==> src/rtl/ifp_pkg.sv <==
package ifp_pkg;

  typedef enum logic [1:0] {IMM_NONE, IMM_BYTE, IMM_WORD} immKind_e;

  typedef struct packed {
    logic     known;
    logic     needModrm;
    immKind_e imm;
  } opInfo_t;

  typedef enum logic [2:0] {ST_PFX, ST_OP2, ST_MODRM, ST_SIB, ST_DISP, ST_IMM} state_e;

  // strobes from control to datapath
  typedef struct packed {
    logic       clr;
    logic       ldPfx;
    logic       ldOp1;
    logic       ldOp2;
    logic       ldModrm;
    logic       ldSib;
    logic       ldDisp;
    logic       ldImm;
    logic [1:0] idx;
  } strobe_t;

  function automatic logic isPrefix(input logic [7:0] b);
    case (b)
      8'hF0, 8'hF2, 8'hF3, 8'h66, 8'h67,
      8'h26, 8'h2E, 8'h36, 8'h3E, 8'h64, 8'h65: return 1'b1;
      default: return 1'b0;
    endcase
  endfunction

  function automatic opInfo_t lookupOne(input logic [7:0] op);
    opInfo_t r;
    r = '{1'b0, 1'b0, IMM_NONE};
    if (op[7:6] == 2'b00) begin
      if (!op[2])                r = '{1'b1, 1'b1, IMM_NONE};
      else if (op[1:0] == 2'b00) r = '{1'b1, 1'b0, IMM_BYTE};
      else if (op[1:0] == 2'b01) r = '{1'b1, 1'b0, IMM_WORD};
    end else begin
      case (op) inside
        [8'h40:8'h5F], 8'h90, 8'hC3, 8'hF4:         r = '{1'b1, 1'b0, IMM_NONE};
        8'h68, 8'hE8, 8'hE9, [8'hB8:8'hBF]:         r = '{1'b1, 1'b0, IMM_WORD};
        8'h6A, 8'hEB, [8'h70:8'h7F], [8'hB0:8'hB7]: r = '{1'b1, 1'b0, IMM_BYTE};
        8'h80, 8'h83, 8'hC6:                        r = '{1'b1, 1'b1, IMM_BYTE};
        8'h81, 8'hC7:                               r = '{1'b1, 1'b1, IMM_WORD};
        [8'h88:8'h8B], 8'h8D:                       r = '{1'b1, 1'b1, IMM_NONE};
        default: ;
      endcase
    end
    return r;
  endfunction

  function automatic opInfo_t lookupTwo(input logic [7:0] op);
    opInfo_t r;
    r = '{1'b0, 1'b0, IMM_NONE};
    case (op) inside
      [8'h80:8'h8F]:                    r = '{1'b1, 1'b0, IMM_WORD};
      8'hAF, 8'hB6, 8'hB7, 8'hBE, 8'hBF: r = '{1'b1, 1'b1, IMM_NONE};
      default: ;
    endcase
    return r;
  endfunction

endpackage

==> src/rtl/ifpControl.sv <==
module ifpControl
  import ifp_pkg::*;
#(
  parameter int MAX_PREFIX = 4,
  parameter int LEN_W      = 5
) (
  input  logic             clk,
  input  logic             rstN,
  input  logic             inValid,
  input  logic [7:0]       inByte,
  input  logic             mode32,
  input  logic             opSzOvr,
  input  logic             adSzOvr,
  output logic             inReady,
  output strobe_t          stb,
  output logic             outDone,
  output logic             outError,
  output logic [LEN_W-1:0] outLen
);
  localparam int PFX_W  = $clog2(MAX_PREFIX + 1);
  localparam int MAXLEN = MAX_PREFIX + 12;

  state_e           state, nState;
  logic [PFX_W-1:0] pfxCnt, nPfx;
  logic [LEN_W-1:0] lenCnt;
  logic [2:0]       immLen, nImm, dispLen, nDisp, dLen;
  logic [1:0]       byteIdx, nIdx, modHold, nMod;
  logic             readyQ, doneQ, errQ;
  logic [LEN_W-1:0] lenQ;
  logic             fire, finish, fail, useInfo, goAddr, op32, addr32;
  opInfo_t          info;

  // prefix flags in the datapath are stale until the first prefix of this insn
  assign op32   = mode32 ^ (opSzOvr && pfxCnt != '0);
  assign addr32 = mode32 ^ (adSzOvr && pfxCnt != '0);
  assign fire   = inValid && readyQ;

  always_comb begin
    stb     = '0;
    nState  = state;
    nPfx    = pfxCnt;
    nImm    = immLen;
    nDisp   = dispLen;
    nIdx    = byteIdx;
    nMod    = modHold;
    finish  = 1'b0;
    fail    = 1'b0;
    useInfo = 1'b0;
    goAddr  = 1'b0;
    dLen    = 3'd0;
    info    = '{1'b0, 1'b0, IMM_NONE};
    if (fire) begin
      stb.clr = (state == ST_PFX) && (pfxCnt == '0);
      stb.idx = byteIdx;
      case (state)
        ST_PFX: begin
          if (isPrefix(inByte)) begin
            if (pfxCnt == PFX_W'(MAX_PREFIX)) fail = 1'b1;
            else begin
              stb.ldPfx = 1'b1;
              nPfx      = pfxCnt + 1'b1;
            end
          end else begin
            stb.ldOp1 = 1'b1;
            info      = lookupOne(inByte);
            if (inByte == 8'h0F)  nState  = ST_OP2;
            else if (!info.known) fail    = 1'b1;
            else                  useInfo = 1'b1;
          end
        end
        ST_OP2: begin
          stb.ldOp2 = 1'b1;
          info      = lookupTwo(inByte);
          if (!info.known) fail = 1'b1;
          else useInfo = 1'b1;
        end
        ST_MODRM: begin
          stb.ldModrm = 1'b1;
          nMod        = inByte[7:6];
          if (addr32 && inByte[2:0] == 3'b100 && inByte[7:6] != 2'b11) nState = ST_SIB;
          else begin
            goAddr = 1'b1;
            case (inByte[7:6])
              2'b01:   dLen = 3'd1;
              2'b10:   dLen = addr32 ? 3'd4 : 3'd2;
              2'b00:   dLen = (addr32 && inByte[2:0] == 3'b101) ? 3'd4 :
                              (!addr32 && inByte[2:0] == 3'b110) ? 3'd2 : 3'd0;
              default: dLen = 3'd0;
            endcase
          end
        end
        ST_SIB: begin
          stb.ldSib = 1'b1;
          goAddr    = 1'b1;
          if (modHold == 2'b01)      dLen = 3'd1;
          else if (modHold == 2'b10) dLen = 3'd4;
          else                       dLen = (inByte[2:0] == 3'b101) ? 3'd4 : 3'd0;
        end
        ST_DISP: begin
          stb.ldDisp = 1'b1;
          if ({1'b0, byteIdx} == dispLen - 3'd1) begin
            nIdx = 2'd0;
            if (immLen != 3'd0) nState = ST_IMM;
            else finish = 1'b1;
          end else nIdx = byteIdx + 2'd1;
        end
        ST_IMM: begin
          stb.ldImm = 1'b1;
          if ({1'b0, byteIdx} == immLen - 3'd1) finish = 1'b1;
          else nIdx = byteIdx + 2'd1;
        end
        default: fail = 1'b1;
      endcase
      if (useInfo) begin
        case (info.imm)
          IMM_BYTE: nImm = 3'd1;
          IMM_WORD: nImm = op32 ? 3'd4 : 3'd2;
          default:  nImm = 3'd0;
        endcase
        if (info.needModrm)  nState = ST_MODRM;
        else if (nImm != '0) nState = ST_IMM;
        else                 finish = 1'b1;
      end
      if (goAddr) begin
        nDisp = dLen;
        if (dLen != 3'd0)        nState = ST_DISP;
        else if (immLen != 3'd0) nState = ST_IMM;
        else                     finish = 1'b1;
      end
      if (finish || fail) begin
        nState = ST_PFX;
        nPfx   = '0;
        nIdx   = 2'd0;
      end
    end
  end

  always_ff @(posedge clk) begin
    if (!rstN) begin
      state   <= ST_PFX;
      pfxCnt  <= '0;
      lenCnt  <= '0;
      immLen  <= 3'd0;
      dispLen <= 3'd0;
      byteIdx <= 2'd0;
      modHold <= 2'd0;
      readyQ  <= 1'b0;
      doneQ   <= 1'b0;
      errQ    <= 1'b0;
      lenQ    <= '0;
    end else begin
      readyQ  <= 1'b1;
      state   <= nState;
      pfxCnt  <= nPfx;
      immLen  <= nImm;
      dispLen <= nDisp;
      byteIdx <= nIdx;
      modHold <= nMod;
      doneQ   <= fire && (finish || fail);
      errQ    <= fire && fail;
      if (fire) begin
        lenCnt <= (finish || fail) ? '0 : lenCnt + LEN_W'(1);
        if (finish || fail) lenQ <= lenCnt + LEN_W'(1);
      end
    end
  end

  assign inReady  = readyQ;
  assign outDone  = doneQ;
  assign outError = errQ;
  assign outLen   = lenQ;

  p_err_with_done_r5: assert property (@(posedge clk) disable iff (!rstN)
    errQ |-> doneQ);
  p_done_after_byte_r1: assert property (@(posedge clk) disable iff (!rstN)
    doneQ |-> $past(fire));
  p_prefix_limit_r3: assert property (@(posedge clk) disable iff (!rstN)
    pfxCnt <= PFX_W'(MAX_PREFIX));
  p_len_range_r13: assert property (@(posedge clk) disable iff (!rstN)
    doneQ |-> (lenQ != '0 && lenQ <= LEN_W'(MAXLEN)));
  p_disp_index_r10: assert property (@(posedge clk) disable iff (!rstN)
    state == ST_DISP |-> {1'b0, byteIdx} < dispLen);
  p_sib_follows_modrm_r7: assert property (@(posedge clk) disable iff (!rstN)
    (state == ST_SIB && !$stable(state)) |-> $past(state) == ST_MODRM);
endmodule

==> src/rtl/ifpDatapath.sv <==
module ifpDatapath
  import ifp_pkg::*;
(
  input  logic        clk,
  input  logic        rstN,
  input  logic        mode32,
  input  strobe_t     stb,
  input  logic [7:0]  inByte,
  output logic        lock,
  output logic        repNe,
  output logic        rep,
  output logic        segValid,
  output logic [2:0]  segCode,
  output logic        opSzOvr,
  output logic        adSzOvr,
  output logic        op32,
  output logic        addr32,
  output logic [15:0] opcode,
  output logic        twoByte,
  output logic        hasModrm,
  output logic [7:0]  modrm,
  output logic        hasSib,
  output logic [7:0]  sib,
  output logic [31:0] disp,
  output logic [31:0] imm
);
  always_ff @(posedge clk) begin
    if (!rstN || stb.clr) begin
      lock <= 1'b0; repNe <= 1'b0; rep <= 1'b0; segValid <= 1'b0; segCode <= 3'd0;
      opSzOvr <= 1'b0; adSzOvr <= 1'b0; opcode <= 16'h0; twoByte <= 1'b0;
      hasModrm <= 1'b0; modrm <= 8'h0; hasSib <= 1'b0; sib <= 8'h0;
      disp <= 32'h0; imm <= 32'h0;
    end
    if (rstN) begin
      if (stb.ldPfx) begin
        case (inByte)
          8'hF0: lock    <= 1'b1;
          8'hF2: repNe   <= 1'b1;
          8'hF3: rep     <= 1'b1;
          8'h66: opSzOvr <= 1'b1;
          8'h67: adSzOvr <= 1'b1;
          8'h26: begin segValid <= 1'b1; segCode <= 3'd0; end
          8'h2E: begin segValid <= 1'b1; segCode <= 3'd1; end
          8'h36: begin segValid <= 1'b1; segCode <= 3'd2; end
          8'h3E: begin segValid <= 1'b1; segCode <= 3'd3; end
          8'h64: begin segValid <= 1'b1; segCode <= 3'd4; end
          8'h65: begin segValid <= 1'b1; segCode <= 3'd5; end
          default: ;
        endcase
      end
      if (stb.ldOp1) begin
        opcode  <= {8'h00, inByte};
        twoByte <= 1'b0;
      end
      if (stb.ldOp2) begin
        opcode  <= {8'h0F, inByte};
        twoByte <= 1'b1;
      end
      if (stb.ldModrm) begin
        modrm    <= inByte;
        hasModrm <= 1'b1;
      end
      if (stb.ldSib) begin
        sib    <= inByte;
        hasSib <= 1'b1;
      end
      if (stb.ldDisp) disp[stb.idx*8 +: 8] <= inByte;
      if (stb.ldImm)  imm[stb.idx*8 +: 8]  <= inByte;
    end
  end

  assign op32   = mode32 ^ opSzOvr;
  assign addr32 = mode32 ^ adSzOvr;

  p_clear_on_start_r14: assert property (@(posedge clk) disable iff (!rstN)
    stb.clr |=> (!hasModrm && !hasSib && disp == 32'h0 && imm == 32'h0));
  p_sib_needs_addr32_r7: assert property (@(posedge clk) disable iff (!rstN)
    stb.ldSib |-> addr32);
  p_single_load_r6: assert property (@(posedge clk) disable iff (!rstN)
    $countones({stb.ldPfx, stb.ldOp1, stb.ldOp2, stb.ldModrm, stb.ldSib, stb.ldDisp, stb.ldImm}) <= 1);
endmodule

==> src/rtl/insnFieldParser.sv <==
module insnFieldParser
  import ifp_pkg::*;
#(
  parameter int MAX_PREFIX = 4,
  localparam int LEN_W     = $clog2(MAX_PREFIX + 13)
) (
  input  logic             clk,
  input  logic             rstN,
  input  logic             inValid,
  input  logic [7:0]       inByte,
  output logic             inReady,
  input  logic             mode32,
  output logic             outDone,
  output logic             outError,
  output logic [LEN_W-1:0] outLen,
  output logic             outLock,
  output logic             outRepNe,
  output logic             outRep,
  output logic             outSegValid,
  output logic [2:0]       outSegCode,
  output logic             outOpSzOvr,
  output logic             outAdSzOvr,
  output logic             outOp32,
  output logic             outAddr32,
  output logic [15:0]      outOpcode,
  output logic             outTwoByte,
  output logic             outHasModrm,
  output logic [1:0]       outMod,
  output logic [2:0]       outReg,
  output logic [2:0]       outRm,
  output logic             outHasSib,
  output logic [1:0]       outScale,
  output logic [2:0]       outIndex,
  output logic [2:0]       outBase,
  output logic [31:0]      outDisp,
  output logic [31:0]      outImm
);
  strobe_t    stb;
  logic [7:0] modrmByte, sibByte;

  ifpControl #(.MAX_PREFIX(MAX_PREFIX), .LEN_W(LEN_W)) ctrl (
    .clk(clk), .rstN(rstN), .inValid(inValid), .inByte(inByte), .mode32(mode32),
    .opSzOvr(outOpSzOvr), .adSzOvr(outAdSzOvr), .inReady(inReady), .stb(stb),
    .outDone(outDone), .outError(outError), .outLen(outLen)
  );

  ifpDatapath dp (
    .clk(clk), .rstN(rstN), .mode32(mode32), .stb(stb), .inByte(inByte),
    .lock(outLock), .repNe(outRepNe), .rep(outRep), .segValid(outSegValid),
    .segCode(outSegCode), .opSzOvr(outOpSzOvr), .adSzOvr(outAdSzOvr),
    .op32(outOp32), .addr32(outAddr32), .opcode(outOpcode), .twoByte(outTwoByte),
    .hasModrm(outHasModrm), .modrm(modrmByte), .hasSib(outHasSib), .sib(sibByte),
    .disp(outDisp), .imm(outImm)
  );

  assign outMod   = modrmByte[7:6];
  assign outReg   = modrmByte[5:3];
  assign outRm    = modrmByte[2:0];
  assign outScale = sibByte[7:6];
  assign outIndex = sibByte[5:3];
  assign outBase  = sibByte[2:0];
endmodule

==> config.mk <==
export PLATFORM = sky130hd
export DESIGN_NAME = insnFieldParser
export DESIGN_NICKNAME = d
export VERILOG_FILES = /design/src/rtl/ifp_pkg.sv /design/src/rtl/ifpControl.sv /design/src/rtl/ifpDatapath.sv /design/src/rtl/insnFieldParser.sv
export SDC_FILE = /design/constraint.sdc
export NUM_CORES = 1
export LEC_CHECK = 0
export ABC_AREA = 1
export BUFFER_PORTS_ARGS = -buffer_cell sky130_fd_sc_hd__buf_2
export CORE_AREA = 3 3 89 176
export CTS_BUF_LIST = sky130_fd_sc_hd__clkbuf_2 sky130_fd_sc_hd__clkbuf_4 sky130_fd_sc_hd__clkbuf_8
export DETAILED_ROUTE_END_ITERATION = 10
export DIE_AREA = 0 0 92 179
export PLACE_DENSITY_LB_ADDON = 0.12
export SETUP_SLACK_MARGIN = 0.3
export SKIP_LAST_GASP = 1
export SLEW_MARGIN = 10
export SYNTH_ARGS = -nofsm -noshare
export SYNTH_HDL_FRONTEND = slang
export SYNTH_HIERARCHICAL = 1
export SYNTH_SLANG_ARGS = --single-unit
==> constraint.sdc <==
create_clock -name clk -period 2.4 [get_ports clk]
set_input_delay 0.24 -clock clk [delete_from_list [all_inputs] [get_ports clk]]
set_output_delay 0.24 -clock clk [all_outputs]
set_load 0.1 [all_outputs]
== Yosys cells after proc, flatten, opt, wreduce, memory -nomap -nowiden ==
Index checks and enable logic that the tools add are counted.

* Register bits: 137
* Input port bits: 12

* Reductions and logical operators: 48
* Shift operators: 2
* Multiplexer cells: 155
* $lt $le $gt $ge: 12
* Add/subtract/negate cells: 6
* Eq/ne operators: 52
* Bitwise gates (word level): 4

{| class="wikitable"
|+ Operators with widths
! cell !! number
|-
| 32-bit 2-to-1 mux || 6
|-
| 8-bit == test, second input constant || 20
|-
| 3-bit 2-to-1 mux || 31
|-
| 1-bit 2-to-1 mux || 71
|-
| 4-bit 2-to-1 mux || 17
|-
| 32-bit bitwise mux || 2
|-
| 16-bit 2-to-1 mux || 4
|-
| 8-bit by 7-bit == test with 1-bit output, second input constant || 6
|-
| 8-bit 2-to-1 mux || 6
|-
| 5-bit negation with 34-bit output || 1
|-
| 8-bit by 34-bit variable shift with 32-bit output, first input constant || 1
|-
| 8-bit by 34-bit variable part select with 32-bit output || 1
|-
| 8-bit by 6-bit == test with 1-bit output, second input constant || 4
|-
| 8-bit >= comparator, second input constant || 4
|-
| 8-bit less-or-equal comparator, second input constant || 4
|-
| 3-bit == test, second input constant || 6
|-
| 3-bit one-hot mux with 2 select lines || 3
|-
| 3-bit one-hot mux with 3 select lines || 2
|-
| 3-bit one-hot mux with 6 select lines || 1
|-
| 8-bit by 7-bit >= comparator with 1-bit output, second input constant || 2
|-
| 8-bit by 7-bit less-or-equal comparator with 1-bit output, second input constant || 2
|-
| 1-bit logical AND || 16
|-
| 4-bit OR reduction || 4
|-
| 3-bit nonzero test || 5
|-
| 32 further kinds || 60
|}

== Depth between registers and ports, before layout ==
Gate-level depths: netlist of the first run.

* Word-level depth: 31
* Gate-level depth with buffers: 22
* Gate-level depth less buffers: 21

== Hierarchy ==
Netlist of the first run, hierarchy kept.

{| class="wikitable"
|+ Modules (own cells, without submodules)
! module !! area each (µm²) !! cells an instance !! instances !! seq. area each (µm²)
|-
| ifpDatapath || 4,171.5 || 552 || 1 || 2,162.1
|-
| ifpControl || 2,263.4 || 384 || 1 || 580.6
|}

== Least setup slack after synthesis of the first run ==
OpenSTA, ideal clock, no wires.

* Path kind: reg2reg
* Start point: reg ctrl.readyQ (netlist: ctrl/inReady)
* End point: reg dp.imm[19]
* Clock period less this slack: 3.061 ns
* Cell stages (with the launch flop): 12
* Setup time: 0.070 ns
* Data required time: 2.330 ns
* Arrival time: 2.991 ns
* Setup slack: -0.661 ns
* Path through: dfxtp_1 -> nand2_1 -> clkbuf_1 -> nor2_1 -> inv_1 -> ha_1 -> inv_1 -> nor2_1 -> nand2_1 -> nor3_1 -> nand2_1 -> a21oi_1

{| class="wikitable"
|+ RTL lines
! element !! line !! text
|-
| from (decl) || ifpControl.sv:28 || <nowiki>logic readyQ, doneQ, errQ;</nowiki>
|-
| from (signal assigned) || ifpControl.sv:147 || <nowiki>readyQ <= 1'b0;</nowiki>
|-
| from (signal assigned) || ifpControl.sv:152 || <nowiki>readyQ <= 1'b1;</nowiki>
|-
| to (signal, indexed assignment) || ifpDatapath.sv:68 || <nowiki>if (stb.ldImm) imm[stb.idx*8 +: 8] <= inByte;</nowiki>
|-
| to (decl) || ifpDatapath.sv:25 || <nowiki>output logic [31:0] imm</nowiki>
|}

== Worst setup path in the final report of the first run ==
* Start point: reg ctrl.pfxCnt[0]
* End point: reg ctrl.state[2]

* Word-level cells in the longest chain between the ends: 17

{| class="wikitable"
|+ Ends and longest elaborated chain
! element !! line !! text
|-
| from (decl) || ifpControl.sv:24 || <nowiki>logic [PFX_W-1:0] pfxCnt, nPfx;</nowiki>
|-
| from (signal assigned) || ifpControl.sv:154 || <nowiki>pfxCnt <= nPfx;</nowiki>
|-
| 3-bit nonzero test || ifpControl.sv:34, ifpControl.sv:35 ||
|-
| 1-bit logical AND (on tied branches) || ifpControl.sv:34, ifpControl.sv:35 ||
|-
| 1-bit XOR (on tied branches) || ifpControl.sv:34, ifpControl.sv:35 ||
|-
| 3-bit 2-to-1 mux / 1-bit zero test (equally long branches) || ifpControl.sv:117, ifpControl.sv:87 ||
|-
| 3-bit one-hot mux with 2 select lines / 1-bit logical AND (equally long branches) || ifpControl.sv:115, ifpControl.sv:87 ||
|-
| 3-bit 2-to-1 mux / 2-bit 2-to-1 mux (equally long branches) || ifpControl.sv:114, ifpControl.sv:87 ||
|-
| 3-bit 2-to-1 mux (on tied branches) || ifpControl.sv:52, ifpControl.sv:86 ||
|-
| 3-bit nonzero test / 3-bit one-hot mux with 3 select lines (equally long branches) || ifpControl.sv:121, ifpControl.sv:83 ||
|-
| 1-bit 2-to-1 mux / 3-bit 2-to-1 mux (equally long branches) || ifpControl.sv:121, ifpControl.sv:80 ||
|-
| 1-bit 2-to-1 mux / 3-bit one-hot mux with 2 select lines (equally long branches) || ifpControl.sv:120, ifpControl.sv:55 ||
|-
| 1-bit 2-to-1 mux / 3-bit 2-to-1 mux (equally long branches) || ifpControl.sv:114, ifpControl.sv:52 ||
|-
| 1-bit 2-to-1 mux / 3-bit nonzero test (equally long branches) || ifpControl.sv:127, ifpControl.sv:126 ||
|-
| 1-bit 2-to-1 mux || ifpControl.sv:126 || <nowiki>if (dLen != 3'd0) nState = ST_DISP;</nowiki>
|-
| 1-bit 2-to-1 mux || ifpControl.sv:124 || <nowiki>if (goAddr) begin</nowiki>
|-
| 1-bit 2-to-1 mux || ifpControl.sv:52 || <nowiki>if (fire) begin</nowiki>
|-
| 1-bit logical OR || ifpControl.sv:130 || <nowiki>if (finish || fail) begin</nowiki>
|-
| 3-bit 2-to-1 mux * || ifpControl.sv:130 ||
|-
| to (signal assigned) || ifpControl.sv:153 || <nowiki>state <= nState;</nowiki>
|-
| to (decl) || ifpControl.sv:23 || <nowiki>state_e state, nState;</nowiki>
|}

Mark *: on every way between the ends. The rest lies on a longest branch, timed or not. The select of a mux whose other input is x is not followed.
A chain may end at the register's enable or synchronous reset.

==> flow_summary.json, run 1 <==
{
  "min_to": "ctrl/inReady",
  "syn_area_per_cell_um2": 6.87,
  "cts_made_buffers": 17,
  "portBuffers": 129,
  "grt_pass1_vias": 6923,
  "start_kind": "register",
  "cp.required_ns": 2.77,
  "grt-ovfl-total": 0,
  "clock_skew_ns": 0.0171,
  "clock_latency_ns": 0.46,
  "post-route-period-util_pct": 95.0,
  "status": "finished, final reports clean",
  "antenna_found_initial": 0,
  "clock-sinks": 137,
  "core-area_um2": 14400,
  "pwr-share-clk_pct": 41.0,
  "slew_headroom_pct": 50.9,
  "peakVddDrop_mv": 0.482,
  "drtPass1Iterations": 4,
  "num_vias": 6893,
  "power.share.sequential_pct": 44.6,
  "clock_path_buffers": 2,
  "hold_class": "in2reg",
  "netlist_instances": 936,
  "swShare_pct": 28.3,
  "hold_depth": 1,
  "placed_cells": 1320,
  "grt_max_degree": 72,
  "ys_seq_area_share_pct": 42.6,
  "cap_violations": 0,
  "timing.rr.end": "ctrl/state[2]",
  "arrival_ns": 2.65,
  "period_minus_slack_ns": 2.28,
  "initial_utilization_pct": 44.6,
  "dr.first_iter.drc_count": 332,
  "gp_congestion": 0.943,
  "ys_ff_latch": 137,
  "drv_slew": 0,
  "dp_slack_ns": -0.141,
  "synthesis.area_um2": 6430,
  "holdCritStartpoint": "rstN",
  "synthArstFlopShare_pct": 0,
  "yosysWarningCount": 6,
  "grt_setup_unrepaired": "yes",
  "setup_viol_count_final": 0,
  "hold_viol_final": 0,
  "p_leak_nw": 4.12,
  "final_cell_count_no_fill": 1369,
  "dpl-instance-area_um2": 7980,
  "die_h_um": 179,
  "p_sw_w": 0.00146,
  "antenna-diode-count": 0,
  "combPwrFrac_pct": 14.4,
  "cts_tree": "built",
  "r2r-start": "ctrl/pfxCnt[0]",
  "reg2reg_depth": 16,
  "nNetsFinal": 1189,
  "fmax_mhz": 439,
  "intPower_w": 0.00371,
  "wire_per_inst_um": 16.4,
  "final_area_um2": 8860,
  "drive_gt1_share_pct": 31.6,
  "synth_nets": 961,
  "crit_path_end_kind": "register",
  "setup_slack_ns": 0.120,
  "dp_hpwl_mm": 17.3,
  "h-tree-depth": 4,
  "ant_nets": 0,
  "io_pins": 130,
  "nFillCells": 1440,
  "remaining_drc_errors": 0,
  "power.density_nw_per_um2": 583,
  "ys.flop_type": "dfxtp_1",
  "setup-tns-final_ns": 0,
  "cts-root-buf": "clkbuf_8",
  "worstPathMaxFanout": 6,
  "grt_pass1_wl_mm": 35.0,
  "die_w_um": 92,
  "area_delta_synth_final_pct": 37.7,
  "synth_cell_types": 39,
  "vias_per_cell": 5.04,
  "synth-edff-count": 0,
  "dieArea_um2": 16500,
  "grt_usage_pct": 27.7,
  "r2r_slack_ns": 0.12,
  "rows": 62,
  "routed_wirelength_mm": 22.4,
  "clk_pin_slew_worst_paths_ns": 0.08,
  "worstSetupPathType": "reg2reg",
  "worst_pin_slew_ns": 0.737
}
[worst max-delay path, cell delays in order, from the launching register on]
cell	delay [ns]
dfxtp_2	0.33
inv_1	0.06
ha_2	0.19
nand2_2	0.11
nand2_1	0.08
nand2_1	0.05
nand2_2	0.14
nand4_1	0.17
nand2_1	0.15
nor2_4	0.06
a21oi_2	0.18
nand3_2	0.10
nor2_2	0.14
nand2_2	0.12
inv_4	0.11
nand2_1	0.06
a21oi_1	0.14
[worst max path at each step]
stage | startpoint | end | slack (ns) | cells past startpoint
after floorplan | inByte[5] | ctrl/byteIdx[0] | 0.22 | 22
after global placement | inByte[4] | ctrl/outLen[4] | -0.15 | 21
after detailed placement | inByte[6] | ctrl/outLen[1] | -0.14 | 21
after CTS | ctrl/state[1] | ctrl/state[2] | 0.20 | 15
after global routing | ctrl/state[1] | ctrl/state[2] | 0.04 | 15
final | ctrl/pfxCnt[0] | ctrl/state[2] | 0.12 | 16
[flip-flops by register name, summed over array words and instances, names as in the netlist, 2 cells and up]
signal        count
dp/disp          32
dp/imm           32
dp/opcode        16
dp/modrm          8
dp/sib            8
ctrl/lenCnt       5
ctrl/outLen       5
ctrl/dispLen      3
ctrl/immLen       3
ctrl/pfxCnt       3
ctrl/state        3
dp/segCode        3
ctrl/byteIdx      2
ctrl/modHold      2
[Yosys cell counts, types with 3 or more instances]
cell | count | area, um2
buf_1 | 3 | 11.3
a31oi_1 | 4 | 25.0
nor2_4 | 3 | 33.8
ha_1 | 13 | 163
a21oi_1 | 91 | 455
xor2_1 | 9 | 78.8
inv_2 | 3 | 11.3
clkbuf_1 | 20 | 75.1
nor2_2 | 7 | 43.8
nand4_1 | 7 | 43.8
nor2_1 | 98 | 368
nor3_1 | 29 | 145
nand2_1 | 272 | 1020
xnor2_1 | 5 | 43.8
o21ai_0 | 36 | 180
o21a_1 | 3 | 22.5
dfxtp_1 | 137 | 2740
buf_2 | 6 | 30.0
inv_1 | 79 | 297
nand3_1 | 87 | 435
[cell usage in the layout (no fill, tap or decap), types with 4 or more instances in the layout]
master,n
buf_4,99
nor2_2,11
nand2_4,4
nor3_1,16
nand3_2,10
inv_2,13
ha_1,12
nor3_2,13
nand3_1,77
o21ai_0,35
dfxtp_1,129
a21oi_1,88
nand2_1,259
nor2_1,85
inv_6,4
xor2_1,7
a31oi_1,4
buf_6,11
nand2_2,11
nor2_4,12
bufinv_16,4
buf_2,129
nand4_1,7
xnor2_1,5
inv_1,66
clkbuf_8,18
dfxtp_2,5
[logic make-up (layout without fill, tap and decap cells)]
kind of cell / after synthesis / count (layout) / synth area share [%]
AND/OR/NAND/NOR: 513 / 514 / 33.9
AO/OA/AOI/OAI: 144 / 144 / 12.0
flip-flops: 137 / 137 / 42.6
buffers and inverters: 115 / 355 / 7.12
XOR/XNOR: 14 / 14 / 1.91
adder cells (fa/ha/maj): 13 / 13 / 2.53
[metal layers]
| layer | vias up | global-route usage [%] | routed length (um) |
|---|---|---|---|
| met5 | - | 0 | 0 |
| li1 | 3478 | - | - |
| met2 | 184 | 54.9 | 13100 |
| met3 | 63 | 5.00 | 751 |
| met4 | 0 | 18.2 | 1230 |
| met1 | 3168 | 24.9 | 7380 |
[per-stage QoR]
| stage | utilization, % | hold WS (ns) | power [W] |
|---|---|---|---|
| detailed placement | 55.3 | 0.437 | 0.00302 |
| floorplan | - | 0.268 | 0.00277 |
| global placement | 55.3 | 0.431 | 0.00302 |
| CTS | 60.1 | 0.0292 | 0.00519 |
| finish | 61.4 | 0.0511 | 0.00517 |
| global route | 61.4 | 0.0347 | 0.00535 |
[area by class of cell]
type	count	area, um2	area share [%]
multi-input combinational	685	3560	40.2
tap	192	240	2.71
clock buffer	19	255	2.88
timing repair buffer	240	1530	17.3
inverter	83	319	3.60
clock inverter	13	189	2.13
sequential	137	2760	31.2
[power by group through the flow]
stage | Clock, W | Sequential, W | Combinational [W]
after CTS | 0.00217 | 0.00230 | 0.000720
after global routing | 0.00224 | 0.00230 | 0.000804
after detailed placement | 0 | 0.00236 | 0.000662
after global placement | 0 | 0.00236 | 0.000662
final | 0.00212 | 0.00230 | 0.000746
after floorplan | 0 | 0.00245 | 0.000321
[what timing repair did]
| item | 4_1_cts | 5_1_grt |
|---|---|---|
| endpoints found under the hold margin | 0 | 0 |
| setup endpoints to repair | 86 | 71 |
| cloned | 1 | 0 |
| buffers inserted | 13 | 3 |
| hold buffers | 0 | 0 |
| gates resized for setup | 40 | 44 |
| pin swaps | 21 | 13 |
No activity file was read; power rests on OpenSTA's default activity.
==> inputs of run 2 (changes only) <==
==> constraint.sdc (replaced) <==
create_clock -name clk -period 2.4 [get_ports clk]
set_input_delay 0.48 -clock clk [delete_from_list [all_inputs] [get_ports clk]]
set_output_delay 0.48 -clock clk [all_outputs]
set_load 0.1 [all_outputs]
==> flow_summary.json, run 2 (synthesis gave the netlist of run 1 again) <==
{
  "holdCritStartpoint": "inByte[7]",
  "dp_slack_ns": -0.349,
  "core-area_um2": 14400,
  "grt_usage_pct": 27.7,
  "fmax_mhz": 421,
  "antenna_found_initial": 0,
  "combPwrFrac_pct": 16.8,
  "remaining_drc_errors": 0,
  "grt_pass1_wl_mm": 35.0,
  "top_regs": "dp/disp (32), dp/imm (32), dp/opcode (16)",
  "drtPass1Iterations": 5,
  "vias_per_cell": 5.05,
  "min_to": "ctrl/modHold[1]",
  "worst_path_most_repeated_cell": "nand2_1",
  "dr.first_iter.drc_count": 255,
  "whs_ns": 0.416,
  "hold_class": "in2reg",
  "die_w_um": 92,
  "power.density_nw_per_um2": 533,
  "worstSetupPathType": "in2reg",
  "final-seq-area_um2": 2770,
  "routed_wirelength_mm": 22.9,
  "hold_depth": 4,
  "arrival_ns": 2.77,
  "drv_slew": 0,
  "area_delta_synth_final_pct": 42.3,
  "dp_hpwl_mm": 17.3,
  "portBuffers": 129,
  "p_sw_w": 0.00150,
  "drive_gt1_share_pct": 36.3,
  "dpl-instance-area_um2": 8170,
  "pwr-share-clk_pct": 36.0,
  "h-tree-depth": 4,
  "cts-root-buf": "clkbuf_8",
  "final_cell_count_no_fill": 1393,
  "reg2reg_depth": 17,
  "clk_pin_slew_worst_paths_ns": 0.08,
  "status": "finished, final reports clean",
  "path_cells": "buf_6 -> buf_6 -> nor2_2 -> inv_1 -> nor2_1 -> nand3_1 -> nand2_1 -> nor2_1 -> nand2_1 -> nand2_2 -> ha_4 -> inv_2 -> nand3_2 -> nand3_2 -> a21oi_4 -> inv_2 -> nand2_4 -> nand2_8 -> nor2_4 -> nand2_1 -> nand2_1",
  "nFillCells": 1430,
  "critPathSlowestCell": "ha_4",
  "clock_skew_ns": 0.0134,
  "final_area_um2": 9160,
  "slew_headroom_pct": 52.0,
  "start_kind": "input pin",
  "r2r-start": "ctrl/state[0]",
  "clock-sinks": 137,
  "nNetsFinal": 1213,
  "io_pins": 130,
  "multi_input_area_um2": 3690,
  "swShare_pct": 30.8,
  "grt-ovfl-total": 0,
  "worstPathMaxFanout": 6,
  "setup_slack_ns": 0.0243,
  "peakVddDrop_mv": 0.543,
  "gp_congestion": 0.930,
  "clock_path_buffers": 2,
  "worst_pin_slew_ns": 0.720,
  "grt_max_degree": 72,
  "cts_tree": "built",
  "wire_per_inst_um": 16.4,
  "hold_viol_final": 0,
  "rows": 62,
  "cts_made_buffers": 17,
  "p_leak_nw": 4.25,
  "cap_violations": 0,
  "power.share.sequential_pct": 47.2,
  "setup_viol_count_final": 0,
  "intPower_w": 0.00338,
  "cp.required_ns": 2.79,
  "period_minus_slack_ns": 2.38,
  "slowest_delay_ns": 0.26,
  "antenna-diode-count": 0,
  "layout.cells.most_common": "nand2_1",
  "r2r_slack_ns": 0.15,
  "dieArea_um2": 16500,
  "hold_buffers": 0,
  "crit_path_end_kind": "register",
  "placed_cells": 1338,
  "timing.rr.end": "ctrl/outLen[3]",
  "p_total_w": 0.00488,
  "grt_setup_unrepaired": "yes",
  "num_vias": 7029,
  "post-route-period-util_pct": 99.0,
  "die_h_um": 179,
  "ant_nets": 0,
  "clock_latency_ns": 0.45,
  "grt_pass1_vias": 6922,
  "initial_utilization_pct": 44.6,
  "final_cell_mix": "nand2_1, dfxtp_1, buf_4, buf_2, a21oi_1"
}
run 2: cell types whose count changed in the layout (fill, tap and decap cells not counted), sizes merged:
| cell | before | now |
|---|---|---|
| buf | 240 | 264 |
| bufinv | 4 | 0 |
| inv | 84 | 86 |
| clkbuf | 19 | 20 |
| clkinv | 5 | 6 |
run 2: power groups by stage:
stage                     Combinational, W  Clock (W)  Sequential [W]
after floorplan                   0.000322          0         0.00245
after global placement            0.000680          0         0.00236
after detailed placement          0.000681          0         0.00236
after CTS                         0.000734    0.00181         0.00230
after global routing              0.000876    0.00188         0.00231
final                             0.000820    0.00176         0.00230
run 2: how the worst max path moves through the flow:
stage          depth (start not counted)     startpoint         endpoint
4_1_cts                               17  ctrl/state[0]   ctrl/outLen[3]
2_1_floorplan                         22      inByte[5]  ctrl/byteIdx[0]
6_report                              21      inByte[3]   ctrl/outLen[3]
5_1_grt                               21      inByte[3]   ctrl/outLen[3]
3_3_place_gp                          21      inByte[4]   ctrl/outLen[0]
3_5_place_dp                          21      inByte[4]   ctrl/outLen[3]
run 2: metrics by stage:
step,setup TNS (ns),utilization (%)
4_1_cts,0,60.7
3_3_place_gp,-6.19,56.6
5_1_grt,-0.980,63.5
6_report,0,63.5
2_1_floorplan,-0.0243,-
3_5_place_dp,-6.73,56.6
run 2: repair_timing:
item,4_1_cts,5_1_grt
gates cloned,1,0
resized for setup,36,112
endpoints found under the setup margin,79,118
pin swaps,14,31
buffers inserted,15,7
run 2: critical path, delay by kind of cell:
family / cells / cell delay, ns
AND/OR/NAND/NOR: 14 / 1.45
buffers and inverters: 5 / 0.39
adder cells (fa/ha/maj): 1 / 0.26
AO/OA/AOI/OAI: 1 / 0.18
run 2: metal layers:
layer | global-route usage [%] | vias to the layer above | share of wire [%]
li1 | - | 3532 | -
met1 | 25.5 | 3296 | 34
met2 | 56.2 | 143 | 59
met3 | 4.96 | 58 | 3.1
met4 | 13.8 | 0 | 4.6
met5 | 0 | - | 0
run 2: area by class of cell:
type,instances,area share [%]
clock buffer,20,3.01
clock inverter,12,0.970
inverter,83,3.51
multi-input combinational,685,40.2
sequential,137,30.2
tap,192,2.62
timing repair buffer,264,19.5
